$ cat src/rtl/sertx_pkg.sv
// Package: shared types and helpers for the serial transmitter.
// Assumes: character sizes between 5 and 9 data bits.
package sertx_pkg;

    // Kind of frame the shifter is asked to send.
    typedef enum logic [1:0] {
        K_CHAR  = 2'd0,
        K_BREAK = 2'd1,
        K_SYNC  = 2'd2
    } frame_kind_t;

    // Sequence selected at write time.
    typedef enum logic [1:0] {
        M_PLAIN  = 2'd0,
        M_BREAK  = 2'd1,
        M_HEADER = 2'd2
    } seq_mode_t;

    // Character format captured with each write.
    typedef struct packed {
        logic [2:0] size_code;
        logic       par_en;
        logic       par_odd;
        logic       two_stop;
    } char_cfg_t;

    // Data bits for a size code; reserved codes fall back to 8.
    function automatic int unsigned data_bits(input logic [2:0] code);
        case (code)
            3'd1:    data_bits = 9;
            3'd5:    data_bits = 5;
            3'd6:    data_bits = 6;
            3'd7:    data_bits = 7;
            default: data_bits = 8;
        endcase
    endfunction

    // Sequence mode from the header command; only honoured in host mode.
    function automatic seq_mode_t decode_mode(input logic host, input logic [1:0] cmd);
        if (!host)            decode_mode = M_PLAIN;
        else if (cmd == 2'd1) decode_mode = M_BREAK;
        else if (cmd == 2'd2) decode_mode = M_HEADER;
        else                  decode_mode = M_PLAIN;
    endfunction

endpackage

$ cat src/rtl/sertx_enable.sv
// Module: sertx_enable
// Tracks the effective transmitter enable. A set request applies on the
// next edge. A clear request waits until no sequence is active or starting.
// Assumes: busy and accept come from the sequencer in the same clock domain.
module sertx_enable (
    input  logic clk,
    input  logic rst_n,
    input  logic tx_enable,
    input  logic busy,
    input  logic accept,
    output logic tx_on
);

    logic on_q;

    // Effective enable register with deferred clear.
    always_ff @(posedge clk) begin
        if (!rst_n) begin
            on_q <= 1'b0;
        end else if (tx_enable) begin
            on_q <= 1'b1;
        end else if (!busy && !accept) begin
            on_q <= 1'b0;
        end
    end

    assign tx_on = on_q;

endmodule

$ cat src/rtl/sertx_seq.sv
// Module: sertx_seq
// Accepts writes, captures data and format, and steps through the frames of
// a sequence (break, sync, character). It asks the shifter to load each
// frame: the first one the cycle after acceptance, later ones at the end
// of the previous frame.
// Assumes: frame_done pulses once, on the tick that ends a frame.
module sertx_seq
    import sertx_pkg::*;
#(
    parameter int DATA_W = 9
) (
    input  logic              clk,
    input  logic              rst_n,
    input  logic              wr_valid,
    input  logic [DATA_W-1:0] wr_data,
    input  char_cfg_t         cfg_in,
    input  logic              lin_host,
    input  logic [1:0]        lin_cmd,
    input  logic              tx_on,
    input  logic              frame_done,
    output logic              accept,
    output logic              busy,
    output logic              ld,
    output frame_kind_t       ld_kind,
    output logic [DATA_W-1:0] data_q,
    output char_cfg_t         cfg_q
);

    logic        busy_q;
    logic        pend_q;
    frame_kind_t kind_q;
    seq_mode_t   mode_q;
    seq_mode_t   mode_in;
    frame_kind_t first_kind;
    frame_kind_t nxt_kind;
    logic        has_next;

    assign accept     = wr_valid && tx_on && !busy_q;
    assign mode_in    = decode_mode(lin_host, lin_cmd);
    assign first_kind = (mode_in == M_PLAIN) ? K_CHAR : K_BREAK;

    // Successor frame of the one in flight, if the sequence has one.
    always_comb begin
        has_next = 1'b0;
        nxt_kind = K_CHAR;
        case (kind_q)
            K_BREAK: begin
                has_next = 1'b1;
                nxt_kind = (mode_q == M_HEADER) ? K_SYNC : K_CHAR;
            end
            K_SYNC: begin
                has_next = 1'b1;
                nxt_kind = K_CHAR;
            end
            default: begin
                has_next = 1'b0;
                nxt_kind = K_CHAR;
            end
        endcase
    end

    assign ld      = pend_q || (frame_done && has_next);
    assign ld_kind = pend_q ? kind_q : nxt_kind;

    // Sequence state: capture on accept, advance on frame completion.
    always_ff @(posedge clk) begin
        if (!rst_n) begin
            busy_q <= 1'b0;
            pend_q <= 1'b0;
            kind_q <= K_CHAR;
            mode_q <= M_PLAIN;
            data_q <= '0;
            cfg_q  <= '0;
        end else if (accept) begin
            busy_q <= 1'b1;
            pend_q <= 1'b1;
            kind_q <= first_kind;
            mode_q <= mode_in;
            data_q <= wr_data;
            cfg_q  <= cfg_in;
        end else begin
            pend_q <= 1'b0;
            if (frame_done) begin
                if (has_next) begin
                    kind_q <= nxt_kind;
                end else begin
                    busy_q <= 1'b0;
                end
            end
        end
    end

    assign busy = busy_q;

endmodule

$ cat src/rtl/sertx_framer.sv
// Module: sertx_framer
// Builds the bit image of one frame, bit 0 sent first, plus its length.
// Break: BRK_BITS low bits then one high delimiter. Sync: the sync byte as
// 8 data bits, no parity, one stop. Character: start, data LSB first,
// optional parity, one or two stops. Unused upper bits read as 1.
// Assumes: FRAME_W covers the longest frame.
module sertx_framer
    import sertx_pkg::*;
#(
    parameter int          DATA_W    = 9,
    parameter int          BRK_BITS  = 13,
    parameter logic [7:0]  SYNC_BYTE = 8'h55,
    parameter int          FRAME_W   = 14,
    parameter int          LEN_W     = 4
) (
    input  frame_kind_t       kind,
    input  logic [DATA_W-1:0] data,
    input  char_cfg_t         cfg,
    output logic [FRAME_W-1:0] bits,
    output logic [LEN_W-1:0]   len
);

    // Frame image assembly for the selected kind.
    always_comb begin
        int unsigned nbits;
        int unsigned pos;
        logic        par;
        bits  = '1;
        len   = '0;
        nbits = data_bits(cfg.size_code);
        pos   = 0;
        par   = cfg.par_odd;
        case (kind)
            K_BREAK: begin
                for (int i = 0; i < FRAME_W; i++) begin
                    bits[i] = (i >= BRK_BITS);
                end
                len = LEN_W'(BRK_BITS + 1);
            end
            K_SYNC: begin
                bits[0] = 1'b0;
                for (int i = 0; i < 8; i++) begin
                    bits[i+1] = SYNC_BYTE[i];
                end
                bits[9] = 1'b1;
                len = LEN_W'(10);
            end
            default: begin
                bits[0] = 1'b0;
                for (int i = 0; i < DATA_W; i++) begin
                    if (i < nbits) begin
                        bits[i+1] = data[i];
                        par       = par ^ data[i];
                    end
                end
                pos = nbits + 1;
                if (cfg.par_en) begin
                    bits[pos] = par;
                    pos       = pos + 1;
                end
                len = LEN_W'(pos + 1 + (cfg.two_stop ? 1 : 0));
            end
        endcase
    end

endmodule

$ cat src/rtl/sertx_shifter.sv
// Module: sertx_shifter
// Drives the line from a frame image, one bit per baud tick. A frame
// loaded while idle waits for the next tick. A frame loaded on the
// finishing tick of the previous one starts at once, with no gap.
// Assumes: ld arrives only while idle or on the done tick.
module sertx_shifter #(
    parameter int FRAME_W = 14,
    parameter int LEN_W   = 4
) (
    input  logic               clk,
    input  logic               rst_n,
    input  logic               tick,
    input  logic               ld,
    input  logic [FRAME_W-1:0] ld_bits,
    input  logic [LEN_W-1:0]   ld_len,
    output logic               txd,
    output logic               done
);

    logic [FRAME_W-1:0] sreg;
    logic [LEN_W-1:0]   len_q;
    logic [LEN_W-1:0]   cnt;
    logic               armed;
    logic               active;
    logic               txd_q;

    assign done = active && tick && (cnt == len_q);

    // Bit sequencing of the line output.
    always_ff @(posedge clk) begin
        if (!rst_n) begin
            sreg   <= '1;
            len_q  <= '0;
            cnt    <= '0;
            armed  <= 1'b0;
            active <= 1'b0;
            txd_q  <= 1'b1;
        end else if (ld && (done || tick)) begin
            txd_q  <= ld_bits[0];
            sreg   <= {1'b1, ld_bits[FRAME_W-1:1]};
            len_q  <= ld_len;
            cnt    <= LEN_W'(1);
            active <= 1'b1;
            armed  <= 1'b0;
        end else if (ld) begin
            sreg   <= ld_bits;
            len_q  <= ld_len;
            armed  <= 1'b1;
        end else if (tick && armed) begin
            txd_q  <= sreg[0];
            sreg   <= {1'b1, sreg[FRAME_W-1:1]};
            cnt    <= LEN_W'(1);
            active <= 1'b1;
            armed  <= 1'b0;
        end else if (done) begin
            active <= 1'b0;
            txd_q  <= 1'b1;
        end else if (tick && active) begin
            txd_q  <= sreg[0];
            sreg   <= {1'b1, sreg[FRAME_W-1:1]};
            cnt    <= cnt + LEN_W'(1);
        end
    end

    assign txd = txd_q;

endmodule

$ cat src/rtl/sertx_lin.sv
// Module: sertx_lin (top)
// Asynchronous serial transmitter with optional LIN host header sequences.
// Ties together the enable tracker, the sequencer, the frame builder and
// the bit shifter.
// Assumes: baud_tick is a one-cycle pulse in the clk domain.
module sertx_lin
    import sertx_pkg::*;
#(
    parameter int         DATA_W    = 9,
    parameter int         BRK_BITS  = 13,
    parameter logic [7:0] SYNC_BYTE = 8'h55
) (
    input  logic              clk,
    input  logic              rst_n,
    input  logic              baud_tick,
    input  logic              tx_enable,
    input  logic              lin_host,
    input  logic [1:0]        lin_cmd,
    input  logic [2:0]        size_code,
    input  logic              parity_en,
    input  logic              parity_odd,
    input  logic              two_stop,
    input  logic              wr_valid,
    input  logic [DATA_W-1:0] wr_data,
    output logic              txd,
    output logic              busy,
    output logic              tx_on
);

    localparam int CHAR_MAX = 1 + DATA_W + 1 + 2;
    localparam int FRAME_W  = (CHAR_MAX > BRK_BITS + 1) ? CHAR_MAX : BRK_BITS + 1;
    localparam int LEN_W    = $clog2(FRAME_W + 1);

    char_cfg_t          cfg_in;
    char_cfg_t          cfg_q;
    logic [DATA_W-1:0]  data_q;
    logic               accept;
    logic               busy_w;
    logic               ld;
    frame_kind_t        ld_kind;
    logic [FRAME_W-1:0] frm_bits;
    logic [LEN_W-1:0]   frm_len;
    logic               frame_done;

    assign cfg_in = '{size_code: size_code, par_en: parity_en,
                      par_odd: parity_odd, two_stop: two_stop};

    sertx_enable u_enable (
        .clk       (clk),
        .rst_n     (rst_n),
        .tx_enable (tx_enable),
        .busy      (busy_w),
        .accept    (accept),
        .tx_on     (tx_on)
    );

    sertx_seq #(.DATA_W(DATA_W)) u_seq (
        .clk        (clk),
        .rst_n      (rst_n),
        .wr_valid   (wr_valid),
        .wr_data    (wr_data),
        .cfg_in     (cfg_in),
        .lin_host   (lin_host),
        .lin_cmd    (lin_cmd),
        .tx_on      (tx_on),
        .frame_done (frame_done),
        .accept     (accept),
        .busy       (busy_w),
        .ld         (ld),
        .ld_kind    (ld_kind),
        .data_q     (data_q),
        .cfg_q      (cfg_q)
    );

    sertx_framer #(
        .DATA_W    (DATA_W),
        .BRK_BITS  (BRK_BITS),
        .SYNC_BYTE (SYNC_BYTE),
        .FRAME_W   (FRAME_W),
        .LEN_W     (LEN_W)
    ) u_framer (
        .kind (ld_kind),
        .data (data_q),
        .cfg  (cfg_q),
        .bits (frm_bits),
        .len  (frm_len)
    );

    sertx_shifter #(
        .FRAME_W (FRAME_W),
        .LEN_W   (LEN_W)
    ) u_shift (
        .clk     (clk),
        .rst_n   (rst_n),
        .tick    (baud_tick),
        .ld      (ld),
        .ld_bits (frm_bits),
        .ld_len  (frm_len),
        .txd     (txd),
        .done    (frame_done)
    );

    assign busy = busy_w;

endmodule

$ cat config.mk
export PLATFORM = sky130hd
export DESIGN_NAME = sertx_lin
export DESIGN_NICKNAME = d
export VERILOG_FILES = /design/src/rtl/sertx_pkg.sv /design/src/rtl/sertx_enable.sv /design/src/rtl/sertx_seq.sv /design/src/rtl/sertx_framer.sv /design/src/rtl/sertx_shifter.sv /design/src/rtl/sertx_lin.sv
export SDC_FILE = /design/constraint.sdc
export NUM_CORES = 1
export LEC_CHECK = 0
export ABC_AREA = 1
export BUFFER_PORTS_ARGS = -buffer_cell sky130_fd_sc_hd__buf_2
export CAP_MARGIN = 20
export CORE_MARGIN = 4
export CORE_UTILIZATION = 45
export CTS_BUF_LIST = sky130_fd_sc_hd__clkbuf_8
export DETAILED_ROUTE_END_ITERATION = 6
export PLACE_DENSITY = 0.64
export SLEW_MARGIN = 40
export SYNTH_ARGS = -nofsm -noshare
export SYNTH_HDL_FRONTEND = slang
export SYNTH_HIERARCHICAL = 1
export SYNTH_SLANG_ARGS = --single-unit
export TNS_END_PERCENT = 20
$ cat constraint.sdc
create_clock -name clk -period 2.4 [get_ports clk]
set_clock_uncertainty 0.1 [all_clocks]
set_input_delay 0.12 -clock clk [delete_from_list [all_inputs] [get_ports clk]]
set_output_delay 0.12 -clock clk [all_outputs]
set_load 0.02 [all_outputs]
# --- Yosys cells after proc, flatten, opt, wreduce, memory -nomap -nowiden ---
# Index checks and enable logic that the tools add are counted.
# Widths: inputs -> output; s select.
op_classes:
  add_sub_neg: 5
  order_cmp: 11
  eq_ne: 18
  mux: 87
  bitwise: 11
  reduce_logical: 36
op_table:
  columns: ["op", "n"]
  rows:
  - ["$mux 14", 5]
  - ["$mux 1", 59]
  - ["$mux 4", 7]
  - ["$pmux 10 s2", 1]
  - ["$mux 2", 9]
  - ["$lt 3x4->1 const A", 4]
  - ["$pmux 4 s2", 2]
  - ["$pmux 4 s4", 1]
  - ["$bwmux 14", 1]
  - ["$mux 13", 1]
  - ["$add 4x1->4 const B", 3]
  - ["$reduce_and 2->1", 6]
  - ["$reduce_bool 2->1", 6]
  - ["$eq 3x3->1 const B", 3]
  - ["$logic_and 1x1->1", 9]
  - ["$reduce_bool 3->1", 3]
  - ["$xor 1x1->1", 9]
  - ["$eq 2x2->1 const B", 4]
  - ["$lt 1x4->1 const A", 2]
  - ["$lt 2x4->1 const A", 2]
  - ["$reduce_bool 4->1", 2]
  - ["$eq 2x1->1 const B", 3]
  - ["$ne 3x1->1 const B", 2]
  - ["$reduce_and 3->1", 2]
  - ["16 further kinds", 22]
totals:
  reg_bits: 47
  inputBits: 23
  output_inout_bits: 3
  word_cells: 186

# --- Logic depth before layout (Yosys ltp) ---
# Gate-level depths: netlist (run 1).
depth:
  depth_word: 36
  mapped_depth: 20
  depth_no_buf: 20

# --- Hierarchy ---
# The synthesis (run 1) kept the hierarchy.
modules_own_cells:
  columns: ["module", "n_inst", "cells_each", "area_each_um2", "seq_area_each_um2"]
  rows:
  - ["sertx_shifter", 1, 206, 1525.2, 500.5]
  - ["sertx_seq", 1, 111, 872.1, 420.4]
  - ["sertx_framer", 1, 169, 800.8, 0.0]
  - ["sertx_enable", 1, 5, 37.5, 20.0]

# --- Least setup slack after synthesis (run 1) ---
# OpenSTA, ideal clock, no wires.
synth_timing:
  path_kind: "flip-flop to flip-flop"
  startpoint: "register u_seq/cfg_q[5] (netlist name)"
  endpoint: "register u_shift.len_q[1]"
  setup_time_ps: 122
  arrival_ps: 1870
  t_required_ps: 2178
  setup_slack_ps: 308
  path_stages_with_launch: 12
  path_buffers: 0
  synth_period_minus_slack_ps: 2092
  cell_sequence: "dfxtp_1 -> nand2_1 -> nand2_1 -> inv_1 -> ha_1 -> nand2_1 -> o21ai_0 -> inv_1 -> ha_1 -> or2_2 -> o21ai_0 -> a21oi_1"
synth_via:
  elab_chain_len: 11
  word_cells_on_any_way: 14
  classes_between: "4 x add/sub; 4 x eq/ne; 6 x mux"
synth_rtl:
  columns: ["item", "line_no", "rtl"]
  rows:
  - ["$eq 3x3->1 / $eq 3x1->1 (equally long branches)", "sertx_pkg.sv:29", "case (code)"]
  - ["$pmux 4 s4 (*)", "sertx_pkg.sv:29", null]
  - ["$add 4x1->5 (*)", "sertx_framer.sv:56", "pos = nbits + 1;"]
  - ["$add 4x1->4", "sertx_framer.sv:59", "pos = pos + 1;"]
  - ["$mux 4 (*)", "sertx_framer.sv:57", "if (cfg.par_en) begin"]
  - ["$mux 4 (*)", "sertx_framer.sv:33", "case (kind)"]
  - ["$add 4x1->4 (*)", "sertx_framer.sv:61", "len = LEN_W'(pos + 1 + (cfg.two_stop ? 1 : 0));"]
  - ["$add 4x4->4 (*)", "sertx_framer.sv:61", null]
  - ["$pmux 4 s2 (*)", "sertx_framer.sv:33", null]
  - ["named net frm_len[1]", "sertx_lin.sv:42", "logic [LEN_W-1:0] frm_len;"]
  - ["$mux 4", "sertx_shifter.sv:45", "end else if (ld) begin"]
  - ["$mux 4 (*)", "sertx_shifter.sv:38", "end else if (ld && (done || tick)) begin"]
  - ["end signal: assignment", "sertx_shifter.sv:41", "len_q <= ld_len;"]
  - ["end signal: assignment", "sertx_shifter.sv:47", "len_q <= ld_len;"]
  - ["end: declaration", "sertx_shifter.sv:21", "logic [LEN_W-1:0] len_q;"]
# The timed path passes the listed nets; every way through them passes the cells marked *. The select of a mux whose other input is x is not followed.
# A chain may end at the register's enable or synchronous reset.

# --- Worst setup path after layout (run 1) ---
layout_timing:
  startpoint: "register u_seq/cfg_q[5] (netlist name)"
  endpoint: "register u_shift.sreg[6]"
layout_via:
  word_cells_on_any_way: 55
  classes_between: "1 x add/sub; 11 x order compare; 4 x eq/ne; 30 x mux; 8 x bitwise; 1 x reduce/logical"
layout_lines:
  columns: ["item", "line_no", "rtl"]
  rows:
  - ["$eq 3x3->1 / $eq 3x1->1 (equally long branches)", "sertx_pkg.sv:29", null]
  - ["$pmux 4 s4 (*)", "sertx_pkg.sv:29", null]
  - ["$lt 1x4->1", "sertx_framer.sv:51", "if (i < nbits) begin"]
  - ["$mux 1", "sertx_framer.sv:51", null]
  - ["$mux 1", "sertx_framer.sv:33", null]
  - ["$xor 1x1->1", "sertx_framer.sv:53", "par = par ^ data[i];"]
  - ["$mux 1", "sertx_framer.sv:51", null]
  - ["$mux 1", "sertx_framer.sv:33", null]
  - ["(+18 left out)", null, null]
  - ["$xor 1x1->1", "sertx_framer.sv:53", null]
  - ["$mux 1", "sertx_framer.sv:51", null]
  - ["$mux 1", "sertx_framer.sv:33", null]
  - ["$bwmux 14", "sertx_framer.sv:58", "bits[pos] = par;"]
  - ["$mux 14 (*)", "sertx_framer.sv:57", null]
  - ["$pmux 10 s2 (*)", "sertx_framer.sv:33", null]
  - ["named net frm_bits[7]", "sertx_lin.sv:41", "logic [FRAME_W-1:0] frm_bits;"]
  - ["$mux 13 (*)", "sertx_shifter.sv:38", null]
  - ["end signal: assignment", "sertx_shifter.sv:40", "sreg <= {1'b1, ld_bits[FRAME_W-1:1]};"]
  - ["end signal: assignment", "sertx_shifter.sv:46", "sreg <= ld_bits;"]
  - ["end signal: assignment", "sertx_shifter.sv:51", "sreg <= {1'b1, sreg[FRAME_W-1:1]};"]
  - ["end: declaration", "sertx_shifter.sv:20", "logic [FRAME_W-1:0] sreg;"]
# Marked as above.

==> results.json, run 1 <==
{
  "status": "completed",
  "grt_pass1_wl_um": 12500,
  "synth_xor_area_frac": 0.00812,
  "cts_htree_levels": 2,
  "synthAdderAreaFrac": 0.0387,
  "crit_path_end_kind": "flop",
  "ir_worst_vdd_mv": 0.239,
  "cts-root-buf": "clkbuf_8",
  "ys_seq_area_frac": 0.291,
  "p_per_area_mw_per_mm2": 458,
  "path_cells": "nand2_1, nand2_2, ha_1, inv_2, nand2_2, nand2_1, inv_1, nand2_1, nand2_1, inv_1, nand2_1, nand3_4, nand3_1, nand2_1, nand2_1, inv_1, o21ai_0, o21ai_1, nand3_2",
  "place.port_buffers": 25,
  "place_congestion": 0.877,
  "max_freq_mhz": 455,
  "cpMostUsedCell": "nand2_1",
  "crit_type": "reg -> reg",
  "dieArea_mm2": 0.00861,
  "antennaDiodeCount": 0,
  "cts_made_buffers": 5,
  "setup_viol": 0,
  "min-delay-start": "lin_cmd[0]",
  "ys_warn_count": 6,
  "grt-ovfl-total": 0,
  "wl_per_cell_um": 10.8,
  "synth_top_area_cell": "dfxtp_1",
  "rows": 30,
  "area_growth_pct": 18.4,
  "clock-sinks": 47,
  "reg2reg_from": "u_seq/cfg_q[5]$_SDFFE_PN0P_",
  "fp.coreArea_mm2": 0.00691,
  "firstDrtPassIters": 4,
  "stdcell_count": 640,
  "ys_types": 41,
  "synth.area.mux_share": 0.00309,
  "fp.dieW_um": 92.8,
  "worst_path_max_delay_cell": "dfxtp_2",
  "crit_family": "simple AND/OR/NAND/NOR gates",
  "worstPathMaxFanout": 7,
  "route.vias.total": 3012,
  "synth_compound_area_frac": 0.0959,
  "dp_hpwl_um": 5220,
  "crit_arrival_ps": 2290,
  "dpl-instance-area_mm2": 0.00348,
  "startpoint_type": "flop",
  "hold-worst-slack_ps": 18.5,
  "clk_pin_slew_worst_paths_ps": 90,
  "worstSkewPairLatency_ps": 300,
  "cts_tree": "built",
  "synth_top_family_by_area": "simple AND/OR/NAND/NOR gates",
  "ys_seq_elements": 47,
  "drtAntennaViolNets": 0,
  "syn_nets": 524,
  "period_share": 0.916,
  "final_area_mm2": 0.00383,
  "io_pins": 26,
  "grt_pass1_vias": 2931,
  "final_layout_size_suffix_gt1_frac": 0.244,
  "layout_min_cycle_time_ps": 2200,
  "grt_max_degree": 21,
  "hp-class": "in -> reg",
  "wirelength_um": 6940,
  "syn_inst": 491,
  "synth-simple-area-share": 0.432,
  "p_leak_nw": 1.99,
  "critPathBufInv": 4,
  "avgSynthCellArea_um2": 6.59,
  "die_h_um": 92.8,
  "antenna_found_initial": 0,
  "max_cap_violations": 0,
  "hold_violations": 0,
  "viasPerCell": 4.71,
  "initial_core_util": 0.468,
  "fillers": 694,
  "cp_data_required_time_ps": 2490,
  "netlist_top_cells_area": "dfxtp_1 (29%), nand2_1 (17%), inv_1 (8.4%)",
  "drc_errors": 0,
  "cpPeakStageDelay_ps": 350,
  "crit_start": "u_seq/cfg_q[5]$_SDFFE_PN0P_",
  "track_usage": 0.174,
  "netlist_area_mm2": 0.00324,
  "drt-initial-drc-count": 68,
  "drv_slew": 0,
  "placed_cells": 614,
  "final_nets": 576,
  "clk_path_buf_depth": 2,
  "yosysTopAreaCellShare": 0.291
}
[worst paths after layout]
| kind | endpoint | slack [ps] | cells after the start |
|---|---|---|---|
| worst max-delay path | u_shift/sreg[6]$_SDFFE_PN1P_ | 200 | 19 |
| worst min register to register | u_seq/cfg_q[0]$_SDFFE_PN0P_ | 360 | 2 |
| worst max register to register | u_shift/sreg[6]$_SDFFE_PN1P_ | 200 | 19 |
| worst min-delay path | u_seq/mode_q[0]$_SDFFE_PN0P_ | 20 | 3 |
[sequential cells by signal, summed over array words and instances, names as in the netlist]
name,flops
u_seq/busy,1
u_enable/tx_on,1
u_shift/armed,1
u_shift/sreg,14
u_seq/cfg_q,6
u_seq/data_q,9
u_seq/kind_q,2
u_shift/active,1
u_shift/txd,1
u_seq/pend_q,1
u_shift/len_q,4
u_shift/cnt,4
u_seq/mode_q,2
[cell usage in the layout (no fill, tap or decap), types with 2 or more instances in the layout]
cell,n
buf_2,25
nand3_2,11
ha_1,9
buf_4,16
nand2_4,4
nor2_2,5
o22ai_1,3
clkinv_2,2
inv_2,6
nor2_8,2
o221ai_1,3
inv_1,71
nand3_1,35
dfxtp_1,43
nand2_1,142
nor2_1,30
conb_1,2
dfxtp_2,4
o21ai_2,3
nand3_4,3
nor3_1,3
nor2_4,4
o21ai_0,13
nand4_1,3
o21ai_1,7
clkbuf_8,6
nand2_2,36
o211ai_1,5
dlygate4sd3_1,17
a21oi_1,15
xor2_1,3
[synthesized netlist by cell type, drive strengths merged]
| cell type | instances |
|---|---|
| nand4 | 3 |
| o21a | 1 |
| o31ai | 1 |
| xor2 | 3 |
| a21oi | 15 |
| o211ai | 5 |
| ha | 10 |
| clkinv | 3 |
| o22ai | 3 |
| dfxtp | 47 |
| conb | 2 |
| o21ai | 23 |
| nor3 | 4 |
| a31oi | 1 |
| mux2i | 1 |
| inv | 78 |
| o31a | 1 |
| o221ai | 3 |
| or2 | 2 |
| nor2 | 41 |
| nand3 | 49 |
| nand2 | 182 |
| buf | 13 |
[stage by stage]
| step | setup slack (ps) | setup TNS, ps | power (mW) | utilization |
|---|---|---|---|---|
| finish | 201 | 0 | 1.75 | 0.555 |
| floorplan | 308 | 0 | 1.07 | - |
| global placement | 67.9 | 0 | 1.12 | 0.505 |
| detailed placement | 98.6 | 0 | 1.13 | 0.505 |
| global route | -11.7 | -21.1 | 1.86 | 0.555 |
| CTS | 67.7 | 0 | 1.77 | 0.546 |
[cell type report]
type	count	area [um^2]	share of cell area
clock buffer	6	82.6	0.0215
clock inverter	2	35.0	0.00914
inverter	81	312	0.0813
multi-input combinational	350	1920	0.501
sequential	47	946	0.247
tap	96	120	0.0313
timing repair buffer	58	415	0.108
[report_power, final]
group	total, mW	internal [mW]	switching (mW)
registers	0.836	0.811	0.0251
logic	0.303	0.128	0.175
clock network	0.616	0.338	0.278
total	1.75	1.28	0.478
[worst register-to-register path, delay by kind of cell (launching register included)]
kind / cells / cell delay, ps
compound gates: 2 / 260
simple gates: 12 / 940
flops: 1 / 350
buf+inv: 4 / 250
fa+ha+maj: 1 / 190
[cell families after synthesis]
group	after synthesis
AO/OA/AOI/OAI	53
buffers and inverters	94
XOR/XNOR	3
adder cells (fa/ha/maj)	10
multiplexers	1
flip-flops	47
AND/OR/NAND/NOR	281
other	2
[metal layers]
| metal | vias up | GRT usage | wire (um) |
|---|---|---|---|
| met3 | 7 | 0.0268 | 193 |
| met5 | - | 0 | 0 |
| met1 | 1339 | 0.226 | 3470 |
| li1 | 1631 | - | - |
| met4 | 0 | 0.0415 | 59 |
| met2 | 35 | 0.301 | 3210 |
[timing repair]
| item | CTS | global route |
|---|---|---|
| hold endpoints to repair | 17 | 0 |
| hold buffers | 17 | 0 |
| buffers inserted | 0 | 1 |
| gates resized for setup | 0 | 22 |
| endpoints found under the setup margin | 0 | 15 |
(Power assumes the default switching activity.)
==> run 2, diff against run 1 <==
GPL_TIMING_DRIVEN = 0   (was unset)
==> run 2 against run 1 <==
  * Setup slack worse by 54 ps
  * Sequential power hardly changed
  * Highest routed layer unchanged
  * Sequential share of layout area shrank 0.051 points
  * Flip-flop and latch count unchanged
  * Critical endpoint is now u_shift/sreg[8]$_SDFFE_PN1P_
==> results.json, run 2 (same netlist as run 1, synthesis figures left out) <==
{
  "status": "completed",
  "wirelength_um": 6960,
  "fp.coreArea_mm2": 0.00691,
  "final_common_cell": "nand2_1",
  "crit_arrival_ps": 2390,
  "drtAntennaViolNets": 0,
  "worstPathMaxFanout": 10,
  "crit_type": "reg -> reg",
  "slew_headroom": 0.524,
  "clock-sinks": 47,
  "grt_pass1_wl_um": 12100,
  "regMostFlops": "u_shift/sreg",
  "dieArea_mm2": 0.00861,
  "cts_htree_levels": 2,
  "routed.top_layer": "met4",
  "p_leak_nw": 2.03,
  "power.total_mw": 1.76,
  "seq_power_share": 0.473,
  "route.vias.total": 3020,
  "track_usage": 0.170,
  "grt_pass1_vias": 2772,
  "dp_slack_ps": -75.1,
  "largest_reg_flops": 14,
  "stdcell_count": 642,
  "reg_top3": "u_shift/sreg: 14 flops, u_seq/data_q: 9 flops, u_seq/cfg_q: 6 flops",
  "wl_per_cell_um": 10.8,
  "layout_min_cycle_time_ps": 2250,
  "drt-initial-drc-count": 101,
  "io_pins": 26,
  "startpoint_type": "flop",
  "viasPerCell": 4.70,
  "antenna_found_initial": 0,
  "drc_errors": 0,
  "cts-root-buf": "clkbuf_8",
  "internal_power_mw": 1.28,
  "fp.dieW_um": 92.8,
  "die_h_um": 92.8,
  "power.share.combinational": 0.179,
  "route.met2.wl_um": 3330,
  "switching_share": 0.274,
  "setup_viol": 0,
  "rsz0062_at_grt": "true",
  "cts_tree": "built",
  "tightestPinTransition_ps": 714,
  "p_switching_uw": 483,
  "drv_slew": 0,
  "crit_path_end_kind": "flop",
  "final_nets": 578,
  "dpl-instance-area_mm2": 0.00348,
  "place.port_buffers": 25,
  "hp-class": "in -> reg",
  "firstDrtPassIters": 4,
  "place_congestion": 0.840,
  "initial_core_util": 0.468,
  "hold-worst-slack_ps": 16.5,
  "dr_wl_met3_um": 207,
  "p_per_area_mw_per_mm2": 453,
  "placed_cells": 612,
  "clk_pin_slew_worst_paths_ps": 90,
  "grt_max_degree": 15,
  "dp_hpwl_um": 5160,
  "final_area_mm2": 0.00390,
  "pwr-share-clk": 0.348,
  "hold_violations": 0,
  "clk_path_buf_depth": 2,
  "drt-met1-wl_um": 3360,
  "fin_ws_ps": 147,
  "most-common-layout-cells": "nand2_1 (141), inv_1 (70), dfxtp_1 (40)",
  "area_growth_pct": 20.4,
  "rows": 30,
  "worstSkewPairLatency_ps": 300,
  "cp_data_required_time_ps": 2540,
  "cts_made_buffers": 5,
  "grt-ovfl-total": 0,
  "max_freq_mhz": 444,
  "ir_worst_vdd_mv": 0.292,
  "max_cap_violations": 0,
  "final_layout_size_suffix_gt1_frac": 0.256,
  "antennaDiodeCount": 0,
  "period_share": 0.939
}
[run 2: critical path: stages (launching register included)]
cell,delay [ps]
dfxtp_4,380
nor2_2,120
nor2_2,60
nor2_4,150
nand2_4,80
nor2_4,170
nand2_2,100
nand2_1,80
buf_6,130
inv_2,60
or2_1,240
buf_6,150
o211ai_1,230
nand2_2,80
nand3_2,60
[run 2: final timing paths]
| kind | startpoint | end | slack [ps] | depth (start not counted) |
|---|---|---|---|---|
| max reg2reg | u_shift/cnt[2]$_SDFFE_PP0P_ | u_shift/sreg[8]$_SDFFE_PN1P_ | 150 | 14 |
| min | lin_cmd[0] | u_seq/mode_q[0]$_SDFFE_PN0P_ | 20 | 3 |
| max | u_shift/cnt[2]$_SDFFE_PP0P_ | u_shift/sreg[8]$_SDFFE_PN1P_ | 150 | 14 |
| min reg2reg | u_seq/cfg_q[0]$_SDFFE_PN0P_ | u_seq/cfg_q[0]$_SDFFE_PN0P_ | 350 | 2 |
[run 2: cell type report]
type                            count  area (um^2)
Buffer                             13          119
Clock buffer                        6         82.6
Clock inverter                      2         35.0
Fill cell                         707         3010
Inverter                           81          309
Multi-Input combinational cell    350         1940
Sequential cell                    47          960
Tap cell                           96          120
Timing Repair Buffer               47          335
[run 2: what timing repair did]
| action | 4_1_cts | 5_1_grt |
|---|---|---|
| pin swaps | 0 | 4 |
| setup buffers | 0 | 4 |
| resized for setup | 6 | 32 |
| hold buffers | 18 | 0 |
| endpoints found under the setup margin | 11 | 18 |
| endpoints found under the hold margin | 17 | 0 |
[run 2: power groups by stage]
stage | Clock, mW | Combinational [mW] | Sequential [mW]
final | 0.614 | 0.317 | 0.834
after global placement | 0 | 0.277 | 0.853
after global routing | 0.675 | 0.357 | 0.839
after detailed placement | 0 | 0.283 | 0.853
after floorplan | 0 | 0.214 | 0.852
after CTS | 0.636 | 0.308 | 0.836
[run 2: per-layer routing]
metal | vias to the layer above | global-route usage
li1 | 1635 | -
met1 | 1341 | 0.220
met2 | 39 | 0.284
met3 | 5 | 0.0301
met4 | 0 | 0.0537
met5 | - | 0
[run 2: metrics by stage]
step	setup TNS, ps	util
finish	0	0.564
global route	-108	0.564
CTS	0	0.549
detailed placement	-271	0.504
global placement	-137	0.504
floorplan	0	-
